==> config.mk <==
export PLATFORM = sky130hd
export DESIGN_NAME = nirq_aggregator
export DESIGN_NICKNAME = d
export VERILOG_FILES = /design/src/rtl/nirq_pkg.sv /design/src/rtl/nirq_slot_decode.sv /design/src/rtl/nirq_status_bank.sv /design/src/rtl/nirq_csr.sv /design/src/rtl/nirq_aggregator.sv
export SDC_FILE = /design/constraint.sdc
export NUM_CORES = 1
export LEC_CHECK = 0
export ABC_AREA = 1
export BUFFER_PORTS_ARGS = -buffer_cell sky130_fd_sc_hd__buf_2
export CAP_MARGIN = 25
export CORE_MARGIN = 10
export CORE_UTILIZATION = 40
export DETAILED_ROUTE_END_ITERATION = 16
export PLACE_DENSITY_LB_ADDON = 0.1
export SETUP_SLACK_MARGIN = 0.5
export SYNTH_ARGS = -nofsm -noshare
export SYNTH_HDL_FRONTEND = slang
export SYNTH_HIERARCHICAL = 1
export SYNTH_SLANG_ARGS = --single-unit
==> constraint.sdc <==
create_clock -name clk_i -period 2.2 [get_ports clk_i]
set_input_delay 0.11 -clock clk_i [delete_from_list [all_inputs] [get_ports clk_i]]
set_output_delay 0.11 -clock clk_i [all_outputs]
set_load 0.005 [all_outputs]
==> src/rtl/nirq_pkg.sv <==
package nirq_pkg;

  // Number of status words produced by the slot map.
  localparam int NUM_BANKS = 2;

  // Read-mux selector for the register port.
  typedef enum logic [2:0] {
    RSEL_NONE,
    RSEL_STAT0,
    RSEL_STAT1,
    RSEL_MASK_A,
    RSEL_MASK_B
  } rsel_e;

  // Slot 0 owns bank 0; every other slot lives in bank 1.
  function automatic int slot_bank(input int s);
    return (s == 0) ? 0 : 1;
  endfunction

  // Lowest bit index of a slot inside its bank.
  function automatic int slot_base(input int s, input int nib_w);
    return (s == 0) ? 0 : (s - 1) * nib_w;
  endfunction

  // Number of ports a slot may address.
  function automatic int slot_span(input int s, input int stat_w, input int nib_w);
    return (s == 0) ? stat_w : nib_w;
  endfunction

endpackage

==> src/rtl/nirq_slot_decode.sv <==
module nirq_slot_decode import nirq_pkg::*; #(
  parameter int NUM_SLOTS = 5,
  parameter int STAT_W    = 16,
  parameter int NIB_W     = 4,
  parameter int SLOT_W    = 3,
  parameter int PORT_W    = 4
) (
  input  logic                              vld_i,
  input  logic [SLOT_W-1:0]                 slot_i,
  input  logic [PORT_W-1:0]                 port_i,
  output logic [NUM_BANKS-1:0][STAT_W-1:0]  hit_o
);

  localparam logic [STAT_W-1:0] ONE = STAT_W'(1);

  logic [NUM_BANKS-1:0][STAT_W-1:0] part [NUM_SLOTS];

  for (genvar s = 0; s < NUM_SLOTS; s++) begin : g_slot
    localparam int BANK = slot_bank(s);
    localparam int BASE = slot_base(s, NIB_W);
    localparam int SPAN = slot_span(s, STAT_W, NIB_W);

    logic              in_range;
    logic [STAT_W-1:0] vec;

    assign in_range = vld_i && (int'(slot_i) == s) && (int'(port_i) < SPAN);
    assign vec      = in_range ? (ONE << (BASE + int'(port_i))) : '0;

    for (genvar b = 0; b < NUM_BANKS; b++) begin : g_bank
      assign part[s][b] = (b == BANK) ? vec : '0;
    end
  end

  always_comb begin
    hit_o = '0;
    for (int s = 0; s < NUM_SLOTS; s++) begin
      hit_o = hit_o | part[s];
    end
  end

endmodule

==> src/rtl/nirq_status_bank.sv <==
module nirq_status_bank #(
  parameter int STAT_W = 16
) (
  input  logic              clk_i,
  input  logic              rst_i,
  input  logic [STAT_W-1:0] set_hit_i,
  input  logic [STAT_W-1:0] clr_hit_i,
  output logic [STAT_W-1:0] stat_o,
  output logic              pend_o
);

  // Active-low: the drop strobe returns a bit to 1, and the raise strobe
  // is applied last so that it wins a collision on the same bit.
  always_ff @(posedge clk_i) begin
    if (rst_i) begin
      stat_o <= '1;
    end else begin
      stat_o <= (stat_o | clr_hit_i) & ~set_hit_i;
    end
  end

  assign pend_o = ~&stat_o;

endmodule

==> src/rtl/nirq_csr.sv <==
module nirq_csr import nirq_pkg::*; #(
  parameter int                STAT_W      = 16,
  parameter int                ADDR_W      = 8,
  parameter logic [ADDR_W-1:0] STAT0_ADDR  = 8'h20,
  parameter logic [ADDR_W-1:0] STAT1_ADDR  = 8'h22,
  parameter logic [ADDR_W-1:0] MASKA_ADDR  = 8'h2A,
  parameter logic [ADDR_W-1:0] MASKB_ADDR  = 8'h2C
) (
  input  logic              clk_i,
  input  logic              rst_i,
  input  logic              rd_en_i,
  input  logic [ADDR_W-1:0] rd_addr_i,
  input  logic              wr_en_i,
  input  logic [ADDR_W-1:0] wr_addr_i,
  input  logic [STAT_W-1:0] wr_data_i,
  input  logic [STAT_W-1:0] stat0_i,
  input  logic [STAT_W-1:0] stat1_i,
  output logic [STAT_W-1:0] rd_data_o
);

  logic [STAT_W-1:0] mask_a_q;
  logic [STAT_W-1:0] mask_b_q;
  rsel_e             rd_sel;
  rsel_e             wr_sel;
  logic [STAT_W-1:0] rd_mux;

  function automatic rsel_e decode(input logic [ADDR_W-1:0] a);
    if (a == STAT0_ADDR) return RSEL_STAT0;
    if (a == STAT1_ADDR) return RSEL_STAT1;
    if (a == MASKA_ADDR) return RSEL_MASK_A;
    if (a == MASKB_ADDR) return RSEL_MASK_B;
    return RSEL_NONE;
  endfunction

  assign rd_sel = decode(rd_addr_i);
  assign wr_sel = decode(wr_addr_i);

  // Only the mask words accept writes; status addresses fall through.
  always_ff @(posedge clk_i) begin
    if (rst_i) begin
      mask_a_q <= '0;
      mask_b_q <= '0;
    end else if (wr_en_i) begin
      if (wr_sel == RSEL_MASK_A) mask_a_q <= wr_data_i;
      if (wr_sel == RSEL_MASK_B) mask_b_q <= wr_data_i;
    end
  end

  always_comb begin
    unique case (rd_sel)
      RSEL_STAT0:  rd_mux = stat0_i;
      RSEL_STAT1:  rd_mux = stat1_i;
      RSEL_MASK_A: rd_mux = mask_a_q;
      RSEL_MASK_B: rd_mux = mask_b_q;
      default:     rd_mux = '0;
    endcase
  end

  always_ff @(posedge clk_i) begin
    if (rst_i) begin
      rd_data_o <= '0;
    end else if (rd_en_i) begin
      rd_data_o <= rd_mux;
    end
  end

endmodule

==> src/rtl/nirq_aggregator.sv <==
module nirq_aggregator import nirq_pkg::*; #(
  parameter int                NUM_SLOTS  = 5,
  parameter int                STAT_W     = 16,
  parameter int                NIB_W      = 4,
  parameter int                SLOT_W     = 3,
  parameter int                PORT_W     = 4,
  parameter int                ADDR_W     = 8,
  parameter logic [ADDR_W-1:0] STAT0_ADDR = 8'h20,
  parameter logic [ADDR_W-1:0] STAT1_ADDR = 8'h22,
  parameter logic [ADDR_W-1:0] MASKA_ADDR = 8'h2A,
  parameter logic [ADDR_W-1:0] MASKB_ADDR = 8'h2C
) (
  input  logic              clk_i,
  input  logic              rst_i,
  input  logic              set_vld_i,
  input  logic [SLOT_W-1:0] set_slot_i,
  input  logic [PORT_W-1:0] set_port_i,
  input  logic              clr_vld_i,
  input  logic [SLOT_W-1:0] clr_slot_i,
  input  logic [PORT_W-1:0] clr_port_i,
  input  logic              rd_en_i,
  input  logic [ADDR_W-1:0] rd_addr_i,
  input  logic              wr_en_i,
  input  logic [ADDR_W-1:0] wr_addr_i,
  input  logic [STAT_W-1:0] wr_data_i,
  output logic [STAT_W-1:0] rd_data_o,
  output logic              irq_o
);

  logic [NUM_BANKS-1:0][STAT_W-1:0] set_hit;
  logic [NUM_BANKS-1:0][STAT_W-1:0] clr_hit;
  logic [NUM_BANKS-1:0][STAT_W-1:0] stat_q;
  logic [NUM_BANKS-1:0]             bank_pend;
  logic                             any_pend;
  logic                             irq_q;

  nirq_slot_decode #(
    .NUM_SLOTS(NUM_SLOTS), .STAT_W(STAT_W), .NIB_W(NIB_W),
    .SLOT_W(SLOT_W), .PORT_W(PORT_W)
  ) u_set_dec (
    .vld_i (set_vld_i),
    .slot_i(set_slot_i),
    .port_i(set_port_i),
    .hit_o (set_hit)
  );

  nirq_slot_decode #(
    .NUM_SLOTS(NUM_SLOTS), .STAT_W(STAT_W), .NIB_W(NIB_W),
    .SLOT_W(SLOT_W), .PORT_W(PORT_W)
  ) u_clr_dec (
    .vld_i (clr_vld_i),
    .slot_i(clr_slot_i),
    .port_i(clr_port_i),
    .hit_o (clr_hit)
  );

  for (genvar b = 0; b < NUM_BANKS; b++) begin : g_bank
    nirq_status_bank #(.STAT_W(STAT_W)) u_bank (
      .clk_i    (clk_i),
      .rst_i    (rst_i),
      .set_hit_i(set_hit[b]),
      .clr_hit_i(clr_hit[b]),
      .stat_o   (stat_q[b]),
      .pend_o   (bank_pend[b])
    );
  end

  assign any_pend = |bank_pend;

  always_ff @(posedge clk_i) begin
    if (rst_i) irq_q <= 1'b0;
    else       irq_q <= any_pend;
  end

  assign irq_o = irq_q;

  nirq_csr #(
    .STAT_W(STAT_W), .ADDR_W(ADDR_W),
    .STAT0_ADDR(STAT0_ADDR), .STAT1_ADDR(STAT1_ADDR),
    .MASKA_ADDR(MASKA_ADDR), .MASKB_ADDR(MASKB_ADDR)
  ) u_csr (
    .clk_i    (clk_i),
    .rst_i    (rst_i),
    .rd_en_i  (rd_en_i),
    .rd_addr_i(rd_addr_i),
    .wr_en_i  (wr_en_i),
    .wr_addr_i(wr_addr_i),
    .wr_data_i(wr_data_i),
    .stat0_i  (stat_q[0]),
    .stat1_i  (stat_q[1]),
    .rd_data_o(rd_data_o)
  );

endmodule

# --- Word level (Yosys, flattened, before mapping) ---
# Index checks and enable logic that the tools add are counted.
# W data, S select, Z words.
word_totals:
  ram_bits: 0
  rom_bits: 0
  memories: 0
  register_bits: 81
  wordCells: 132
  in_bits: 52
  latch_bits: 0
classes:
  n_mux: 47
  shift: 8
  order_cmp: 2
  reduce_logical: 27
  div_mod_pow: 0
  multipliers: 0
  n_eq_ne: 22
  bitwise: 14
  addsub: 6
op_table:
  columns: ["op", "n"]
  rows:
  - ["$or A32 B32 Y32", 6]
  - ["$shl A1 B32 Y16 const A", 6]
  - ["$mux W16", 10]
  - ["$eq A8 B6 Y1 const B", 8]
  - ["$or A16 B32 Y32", 2]
  - ["$pmux W16 S4", 1]
  - ["$mux W3", 16]
  - ["$and A16 B16 Y16", 2]
  - ["$not A16 Y16", 2]
  - ["$or A16 B16 Y16", 2]
  - ["$reduce_and A16 Y1", 2]
  - ["$shl A1 B4 Y16 const A", 2]
  - ["$eq A3 B3 Y1 const B", 8]
  - ["$add A4 B4 Y5 const A", 4]
  - ["$mux W1", 20]
  - ["$logic_and A1 B1 Y1", 18]
  - ["$eq A3 B2 Y1 const B", 5]
  - ["$add A3 B4 Y5 const A", 2]
  - ["$lt A4 B3 Y1 const B", 2]
  - ["$logic_not A3 Y1", 2]
  - ["$reduce_and A2 Y1", 2]
  - ["$eq A3 B1 Y1 const B", 1]
  - ["$logic_not A1 Y1", 2]
  - ["$reduce_or A2 Y1", 1]

# --- Longest topological paths before layout ---
# Gate-level depths: netlist of the first run.
depth:
  depth_word: 14
  depth_mapped: 13
  mapped_depth_nobuf: 10

# --- Cells and area by module ---
# The synthesis of the first run kept the hierarchy.
by_module_without_submodules:
  columns: ["module", "cells_each", "area_each_um2", "n_inst", "seq_area_each_um2"]
  rows:
  - ["nirq_csr", 358, 2463.6, 1, 960.9]
  - ["nirq_slot_decode", 199, 1006.0, 2, 0.0]
  - ["nirq_status_bank", 69, 549.3, 2, 320.3]
  - ["nirq_aggregator", 3, 27.5, 1, 20.0]

# --- Worst setup path before layout of the first run ---
# OpenSTA, ideal clock, no wires.
synth_timing:
  kind: "input -> register"
  startpoint: "input port clr_port_i[2]"
  endpoint: "register g_bank[1].u_bank.stat_o[15]"
  cell_stages: 12
  t_required_ns: 2.126
  setup_slack_ns: 0.702
  t_arrival_ns: 1.424
  n_path_buf: 3
  path_cell_list: "buf_6 inv_2 buf_6 ha_1 buf_2 nor3_1 nand2_1 nand2_1 inv_1 nand2_1 nor2_1 o21ai_0"
synth_lines:
  columns: ["element", "line", "source"]
  rows:
  - ["from (decl)", "nirq_aggregator.sv:20", "input logic [PORT_W-1:0] clr_port_i,"]
  - ["to (signal assigned)", "nirq_status_bank.sv:18", "stat_o <= (stat_o | clr_hit_i) & ~set_hit_i;"]
  - ["to (decl)", "nirq_status_bank.sv:8", "output logic [STAT_W-1:0] stat_o,"]

==> results by group, run 1 <==
Power and ir drop
  • PD cells: 543 mW/mm2
  • Worst vdd rail ir drop: 0.366 mV
  • P_leak: between 3 and 4 nW

Global routing
  • GRT Resource Usage Total: 0.175
  • GRT overflow: 0
  • First-pass GRT wire length: 28000 um
  • Largest net degree at the start of global routing: 65
  • Initial antenna violation count: 0
  • Vias in the first global route: 5459

CTS
  • TritonCTS Buffers: 9
  • Htree depth: 3
  • Clock Sinks: 81
  • CTS clk-pin slew, worst paths: 0.06 ns
  • CTS tree: built
  • Clk Tree Root Cell: clkbuf_16
  • Setup Fix Bufs, Post-CTS: 0
  • Clock Latency Late Sink: 0.35 ns
  • Post-cts hold buffer count: 0
  • Bufs on Longest Clock Path: 2

Synthesis
  • Compound-Gate Fraction of Synth Area: 0.0858
  • Yosys warns: 6
  • Largest family of logic cells by synthesized area: simple AND/OR/NAND/NOR gates
  • Post-synthesis cell type count: 30
  • Mean post-synth cell area: about 6.2 um2
  • List of most frequent post-synthesis cells: nor2_1, nand2_1, nand3_1, dfxtp_1, inv_1
  • Count leader, synth: nor2_1
  • FF+latch count, synth: between 80 and 90
  • Post-synthesis mux area share: 0
  • Synth top area cells: dfxtp_1, nor2_1, nand3_1, nand2_1, inv_1
  • Fraction of registers with async set/reset: 0
  • Post-synthesis adder-cell area fraction: 0.00893
  • XOR/XNOR Fraction of Synth Area: 0
  • Syn_nets: roughly 950
  • Synth top area share: 0.289
  • Top_reg_cell synth: dfxtp_1
  • Synthesized area: 0.00560 mm2
  • EDFF count, synth: 0
  • Post-synth top area cell: dfxtp_1
  • Mapped Cells: between 800 and 900
  • Synth Area in Simple Gates: 0.484
  • Sequential share of the synthesized area: 0.289

Timing
  • Final period util: 0.704
  • Min Tclk post-route: 1.55 ns
  • Worst slew pin tran: 0.585 ns
  • Final setup viols: 0
  • Fin Clk Skew: 0.0137 ns
  • Slew HR: 0.609
  • Unrepaired setup endpoints after global routing: no
  • Pins Over Slew Limit: 0
  • Maximum operating frequency: 645 MHz
  • Final hold slack: 0.0238 ns
  • Setup ws final: 0.650 ns
  • Final hold viol count: 0
  • Setup TNS: 0 ns

Critical path
  • Critical Path Fanout Max: 12
  • Worst r2r path cells: 7
  • Setup crit end kind: flip-flop
  • Reg-to-Reg Start: g_bank[1].u_bank/stat_o[2]
  • WS Path Type: input pin to flip-flop
  • CP Data Required Time: 2.41 ns
  • CP arrival: roughly 1.8 ns
  • Reg-to-reg endpoint: irq_o
  • Worst reg-to-reg setup slack: 1.08 ns
  • CP Launch Type: input pin

Drt
  • Vias: 5640
  • Routed len/inst: 15.1 um
  • Final ANT Viol Nets: 0
  • Routed Wire Length: between 15000 and 20000 um
  • Number of remaining DRC errors: 0
  • First drt pass iteration count: 5
  • Vias/cell: 5.02
  • Initial DRC Count: 431

Placement
  • Routability cong.: 0.881
  • Cell area after placement: approximately 0.0059 mm2
  • PortBufs: 68
  • Hpwl dp: 12800 um
  • Place WS: between 0.2 and 0.25 ns

Finish
  • # fillers: 1533
  • Nets@finish: 995
  • Final Cell Area: about 0.0062 mm2
  • N_diodes: 0
  • Share of cells above drive strength 1: 0.165
  • Area grow syn2layout: 10.8%
  • Fin util: 0.449

Floorplanning
  • Num rows: 43
  • Die area: 0.0191 mm2
  • Die Span Y: 138 um
  • Initial Util: 0.405
  • Boundary Pins: 69
  • Core ar.: 0.0138 mm2
  • Die Span X: ~140 um

Flow run
  • Max_cap viols: 0

Worst hold path
  • Critical hold path startpoint: wr_data_i[12]
  • Hold depth: 3
  • Hold endpoint: u_csr/mask_b_q[12]
  • HP Class: input pin to flip-flop

Outcome
  • Status: finished, final reports clean
repair_timing:
| item | in CTS | in global routing |
|---|---|---|
| endpoints found under the setup margin | 0 | 12 |
| endpoints found under the hold margin | 0 | 0 |
| gates resized for setup | 0 | 4 |
worst max-delay path by stage:
stage	start	to	slack, ns	depth (start not counted)
after global placement	clr_port_i[2]	g_bank[1].u_bank/stat_o[14]	0.26	10
final	clr_port_i[3]	g_bank[1].u_bank/stat_o[14]	0.65	10
after global routing	set_port_i[3]	g_bank[1].u_bank/stat_o[4]	0.50	9
after CTS	clr_port_i[2]	g_bank[1].u_bank/stat_o[14]	0.61	10
after detailed placement	clr_port_i[2]	g_bank[1].u_bank/stat_o[14]	0.24	10
after floorplan	clr_port_i[2]	g_bank[1].u_bank/stat_o[15]	0.70	12
through the flow:
step | std cells | total power (W)
floorplan | 897 | 0.00179
global route | 1124 | 0.00351
detailed placement | 1108 | 0.00189
finish | 1124 | 0.00337
global placement | 1108 | 0.00189
CTS | 1124 | 0.00340
critical path, cell delays in order:
cell     delay, ns
buf_2         0.20
inv_4         0.11
ha_1          0.50
inv_1         0.22
nand3_1       0.15
nor2_1        0.05
nor2_1        0.10
nand2_1       0.12
nor2_1        0.14
o21ai_0       0.07
layout make-up:
type                            instances  area (um2)  share of cell area
Sequential cell                        81        1620               0.261
Inverter                               96         378              0.0609
Tap cell                              180         225              0.0363
Multi-Input combinational cell        673        3250               0.524
Clock buffer                           10         229              0.0369
Timing Repair Buffer                   78         430              0.0694
Clock inverter                          6        67.6              0.0109
layer usage:
metal | track usage | part of all wire | up-vias
li1 | - | - | 2951
met1 | 0.220 | 0.46 | 2533
met2 | 0.293 | 0.48 | 137
met3 | 0.0408 | 0.045 | 19
met4 | 0.0427 | 0.014 | 0
met5 | 0 | 0 | -
sequential cells by signal, indices dropped and copies added, names as in the netlist:
signal and cells:
g_bank.u_bank/stat_o 32, irq_o 1, u_csr/mask_a_q 16, u_csr/mask_b_q 16, u_csr/rd_data_o 16
kinds of logic (layout without fill, tap and decap cells):
group / count (synthesis) / in the layout
buf+inv: 143 / 190
compound gates: 96 / 96
flops: 81 / 81
simple gates: 573 / 573
fa+ha+maj: 4 / 4
cell usage in the layout (no fill, tap or decap), drive strengths merged:
| cell type | n |
|---|---|
| nand3 | 150 |
| nand2 | 163 |
| inv | 97 |
| clkinv | 2 |
| nand4 | 17 |
| dfxtp | 81 |
| nor2 | 228 |
| o21ai | 64 |
| nand3b | 1 |
| bufinv | 1 |
| buf | 77 |
| clkbuf | 11 |
| nor4 | 1 |
| ha | 4 |
| or2 | 8 |
| a21oi | 32 |
| nor3 | 5 |
| clkinvlp | 2 |
power by group:
group	internal [W]	switching (W)
clock	0.000883	0.000626
combinational	0.000110	0.000272
sequential	0.00147	0.00000406
No activity file was read; power rests on OpenSTA's default activity.
==> inputs of run 2 (changes only) <==
- ABC_AREA: 1 -> 0
- clock period: 2.2 -> 1.3 ns (I/O delays scaled with it)
==> run 2 against run 1 <==
  * The flow now finishes with violations (setup timing)
  * Largest power group is now sequential cells
  * Wire length is 14% lower
  * Sequential power is 68% higher
  * Clock-buffer cell count decreased by 1
  * Highest routed layer unchanged
  * Critical path depth down 7
  * Register-to-register slack worse by 1.1 ns
  * First-iteration DRC count shrank 30%
  * Combinational power is 150% higher
  * Final cell count down 30%
  * Sequential cell count unchanged
  * Clock power rose by 12%
  * Critical endpoint is now irq_o
==> results by group, run 2 <==
Drt
  • Initial DRC Count: 300 (-30%)
  • Routed len/inst: 18.6 um (+23%)
  • Vias: 4318 (-23%)
  • First drt pass iteration count: 5 (unchanged)
  • Final ANT Viol Nets: 0 (unchanged)
  • Number of remaining DRC errors: 0 (unchanged)
  • Routed Wire Length: 14600 um (-14%)
  • Vias/cell: 5.49 (+9.3%)

Timing
  • Fin Clk Skew: 0.0129 ns (-0.000877 ns)
  • Unrepaired setup endpoints after global routing: yes
  • Final hold slack: 0.176 ns (+0.152 ns)
  • Worst slew pin tran: 0.489 ns (-0.0961 ns)
  • Final period util: 1.01
  • Pins Over Slew Limit: 0 (unchanged)
  • Final hold viol count: 0 (unchanged)
  • Final setup viols: 1 (+1)
  • Min Tclk post-route: 1.31 ns
  • Slew HR: 0.674 (+0.0650)
  • Setup ws final: -0.0139 ns (-0.664 ns)
  • Maximum operating frequency: 761 MHz
  • Setup TNS: -0.0139 ns (-0.0139 ns)

Global routing
  • Initial antenna violation count: 0 (unchanged)
  • First-pass GRT wire length: 22900 um (-18%)
  • Largest net degree at the start of global routing: 52 (-20%)
  • GRT Resource Usage Total: 0.190 (+0.0158)
  • Vias in the first global route: 4353 (-20%)
  • GRT overflow: 0 (unchanged)

Power and ir drop
  • Flop pwr share: 0.486 (+0.048)
  • Clk pwr share: 0.331 (-0.117)
  • Worst vdd rail ir drop: 0.579 mV (+58%)
  • P_leak: 2.91 nW (-5.3%)
  • Gate power share: 0.183 (+0.070)
  • Sw power: 0.00148 W (+63%)
  • Int Power: 0.00365 W (+48%)
  • Sw Share: 0.288 (+0.0200)
  • PD cells: 757 mW/mm2 (+39%)

Floorplanning
  • Initial Util: 0.411 (+0.00608)
  • Die Span Y: 123 um (-11%)
  • Die area: 0.0152 mm2 (-21%)
  • Core ar.: 0.0104 mm2 (-25%)
  • Num rows: 37 (-14%)
  • Die Span X: 123 um (-11%)
  • Boundary Pins: 69 (unchanged)

Critical path
  • Worst reg-to-reg setup slack: -0.01 ns (-1.09 ns)
  • CP arrival: 1.58 ns (-0.18 ns)
  • WS Path Type: flip-flop to flip-flop
  • Reg-to-reg endpoint: irq_o
  • Reg-to-Reg Start: g_bank[0].u_bank/stat_o[1]
  • Worst r2r path cells: 3 (-4)
  • CP Data Required Time: 1.56 ns (-0.85 ns)
  • Setup crit end kind: flip-flop
  • CP Launch Type: flip-flop
  • Critical Path Fanout Max: 2 (-10)

Synthesis
  • Count leader, synth: nor2_1
  • Fraction of registers with async set/reset: 0 (unchanged)
  • Post-synth top area cell: dfxtp_1
  • Synthesized area: 0.00426 mm2 (-24%)
  • List of most frequent post-synthesis cells: nor2_1, dfxtp_1, mux2i_1, o21bai_1, o32ai_1
  • Sequential share of the synthesized area: 0.380 (+0.0908)
  • Mean post-synth cell area: 8.70 um2 (+39%)
  • FF+latch count, synth: 81 (unchanged)
  • Syn_nets: 546 (-43%)
  • Top_reg_cell synth: dfxtp_1
  • Mapped Cells: 490 (-45%)
  • Post-synthesis cell type count: 41 (+37%)
  • Synth top area share: 0.380 (+0.0908)
  • EDFF count, synth: 0 (unchanged)
  • Yosys warns: 6 (unchanged)
  • Synth top area cells: dfxtp_1, mux2i_1, nor2_1, o21bai_1, o32ai_1

CTS
  • CTS tree: built
  • CTS clk-pin slew, worst paths: 0.09 ns (+0.03 ns)
  • Clock Sinks: 81 (unchanged)
  • Clock Latency Late Sink: 0.36 ns (about the same)
  • Bufs on Longest Clock Path: 2 (unchanged)
  • Htree depth: 3 (unchanged)
  • Clk Tree Root Cell: clkbuf_8
  • TritonCTS Buffers: 9 (unchanged)

Placement
  • Hpwl dp: 10200 um (-20%)
  • PortBufs: 68 (unchanged)
  • Routability cong.: 0.877 (-0.36%)

Worst hold path
  • HP Class: input pin to flip-flop
  • Hold endpoint: u_csr/rd_data_o[0]
  • Hold depth: 5 (+2)
  • Critical hold path startpoint: rd_en_i

Finish
  • Nets@finish: 702 (-29%)
  • Share of cells above drive strength 1: 0.515 (+0.349)
  • Area grow syn2layout: 58.7%
  • Max reg flops: 32 (unchanged)
  • Commonest cells after routing, fill and taps aside: nor2_1, buf_4, buf_2
  • N_diodes: 0 (unchanged)
  • Commonest non-fill, non-tap cell in the layout: nor2_1
  • Largest Register: g_bank.u_bank/stat_o

Outcome
  • Violations in the final reports: setup timing
  • Status: finished with violations

Flow run
  • Max_cap viols: 0 (unchanged)
-- run 2: cell types whose count changed after synthesis, sizes merged, moves of 48 or more --
cell | previous run | this run
nand2 | 163 | 22
nand3 | 150 | 10
nor2 | 228 | 103
inv | 96 | 4
mux2i | 0 | 48
o21ai | 64 | 16
-- run 2: stage by stage --
step                       util  instance area [um2]  setup WS [ns]  cells  total power, W
after floorplan               -                 4490        -0.0260    490         0.00294
after global placement    0.508                 5270         -0.198    729         0.00319
after detailed placement  0.508                 5270         -0.222    729         0.00320
after CTS                 0.617                 6400        -0.0206    775         0.00508
after global routing      0.653                 6770        -0.0637    787         0.00535
final                     0.653                 6770        -0.0139    787         0.00512
-- run 2: logic make-up (layout without fill, tap and decap cells) --
family                     after synthesis  in the layout  share of synthesized area
xor gates and xnor gates                 3              3                    0.00616
muxes                                   48             48                      0.113
DFF                                     81             81                      0.380
and+or+nand+nor                        196            196                      0.227
AOI/OAI and AO/OA                      117            117                      0.209
buffers and inverters                   41            202                     0.0534
adders and majority gates                4              4                     0.0117
-- run 2: worst max path at each step --
stage / startpoint / end / slack [ns]
finish: g_bank[0].u_bank/stat_o[1] / irq_o / -0.01
global route: g_bank[0].u_bank/stat_o[1] / irq_o / -0.06
CTS: g_bank[0].u_bank/stat_o[0] / irq_o / -0.02
detailed placement: clr_port_i[2] / g_bank[1].u_bank/stat_o[7] / -0.22
global placement: clr_port_i[2] / g_bank[1].u_bank/stat_o[7] / -0.20
floorplan: clr_port_i[2] / g_bank[1].u_bank/stat_o[10] / -0.03
-- run 2: final cells by class --
| class | count | area [um2] |
|---|---|---|
| sequential | 81 | 1680 |
| clock inverter | 7 | 53.8 |
| clock buffer | 9 | 124 |
| inverter | 4 | 35.0 |
| multi-input combinational | 368 | 3140 |
| tap | 136 | 170 |
| fill | 884 | 3600 |
| timing repair buffer | 182 | 1560 |
-- run 2: power groups by stage --
| stage | Clock, W | Combinational, W | Sequential [W] |
|---|---|---|---|
| floorplan | 0 | 0.000387 | 0.00255 |
| global placement | 0 | 0.000639 | 0.00255 |
| detailed placement | 0 | 0.000648 | 0.00255 |
| CTS | 0.00174 | 0.000846 | 0.00249 |
| global route | 0.00186 | 0.00100 | 0.00249 |
| finish | 0.00169 | 0.000939 | 0.00249 |
-- run 2: worst max-delay path: stages, from the launching register on --
cell     delay (ns)
dfxtp_2        0.34
nand4_1        0.12
or4_4          0.54
o21ba_4        0.23
-- run 2: timing repair --
| action | CTS | global route |
|---|---|---|
| setup buffers | 14 | 12 |
| endpoints found under the hold margin | 32 | 0 |
| hold buffers | 16 | 0 |
| endpoints found under the setup margin | 65 | 87 |
| gates cloned | 0 | 0 |
| resized for setup | 162 | 66 |
| pin swaps | 66 | 50 |
-- run 2: metal layers --
layer  up-vias  track usage  wire length [um]
met1      2087        0.233              6360
met4         0       0.0546               278
met3        19       0.0524               757
li1       2117            -                 -
met2        95        0.320              7240
met5         -            0                 0
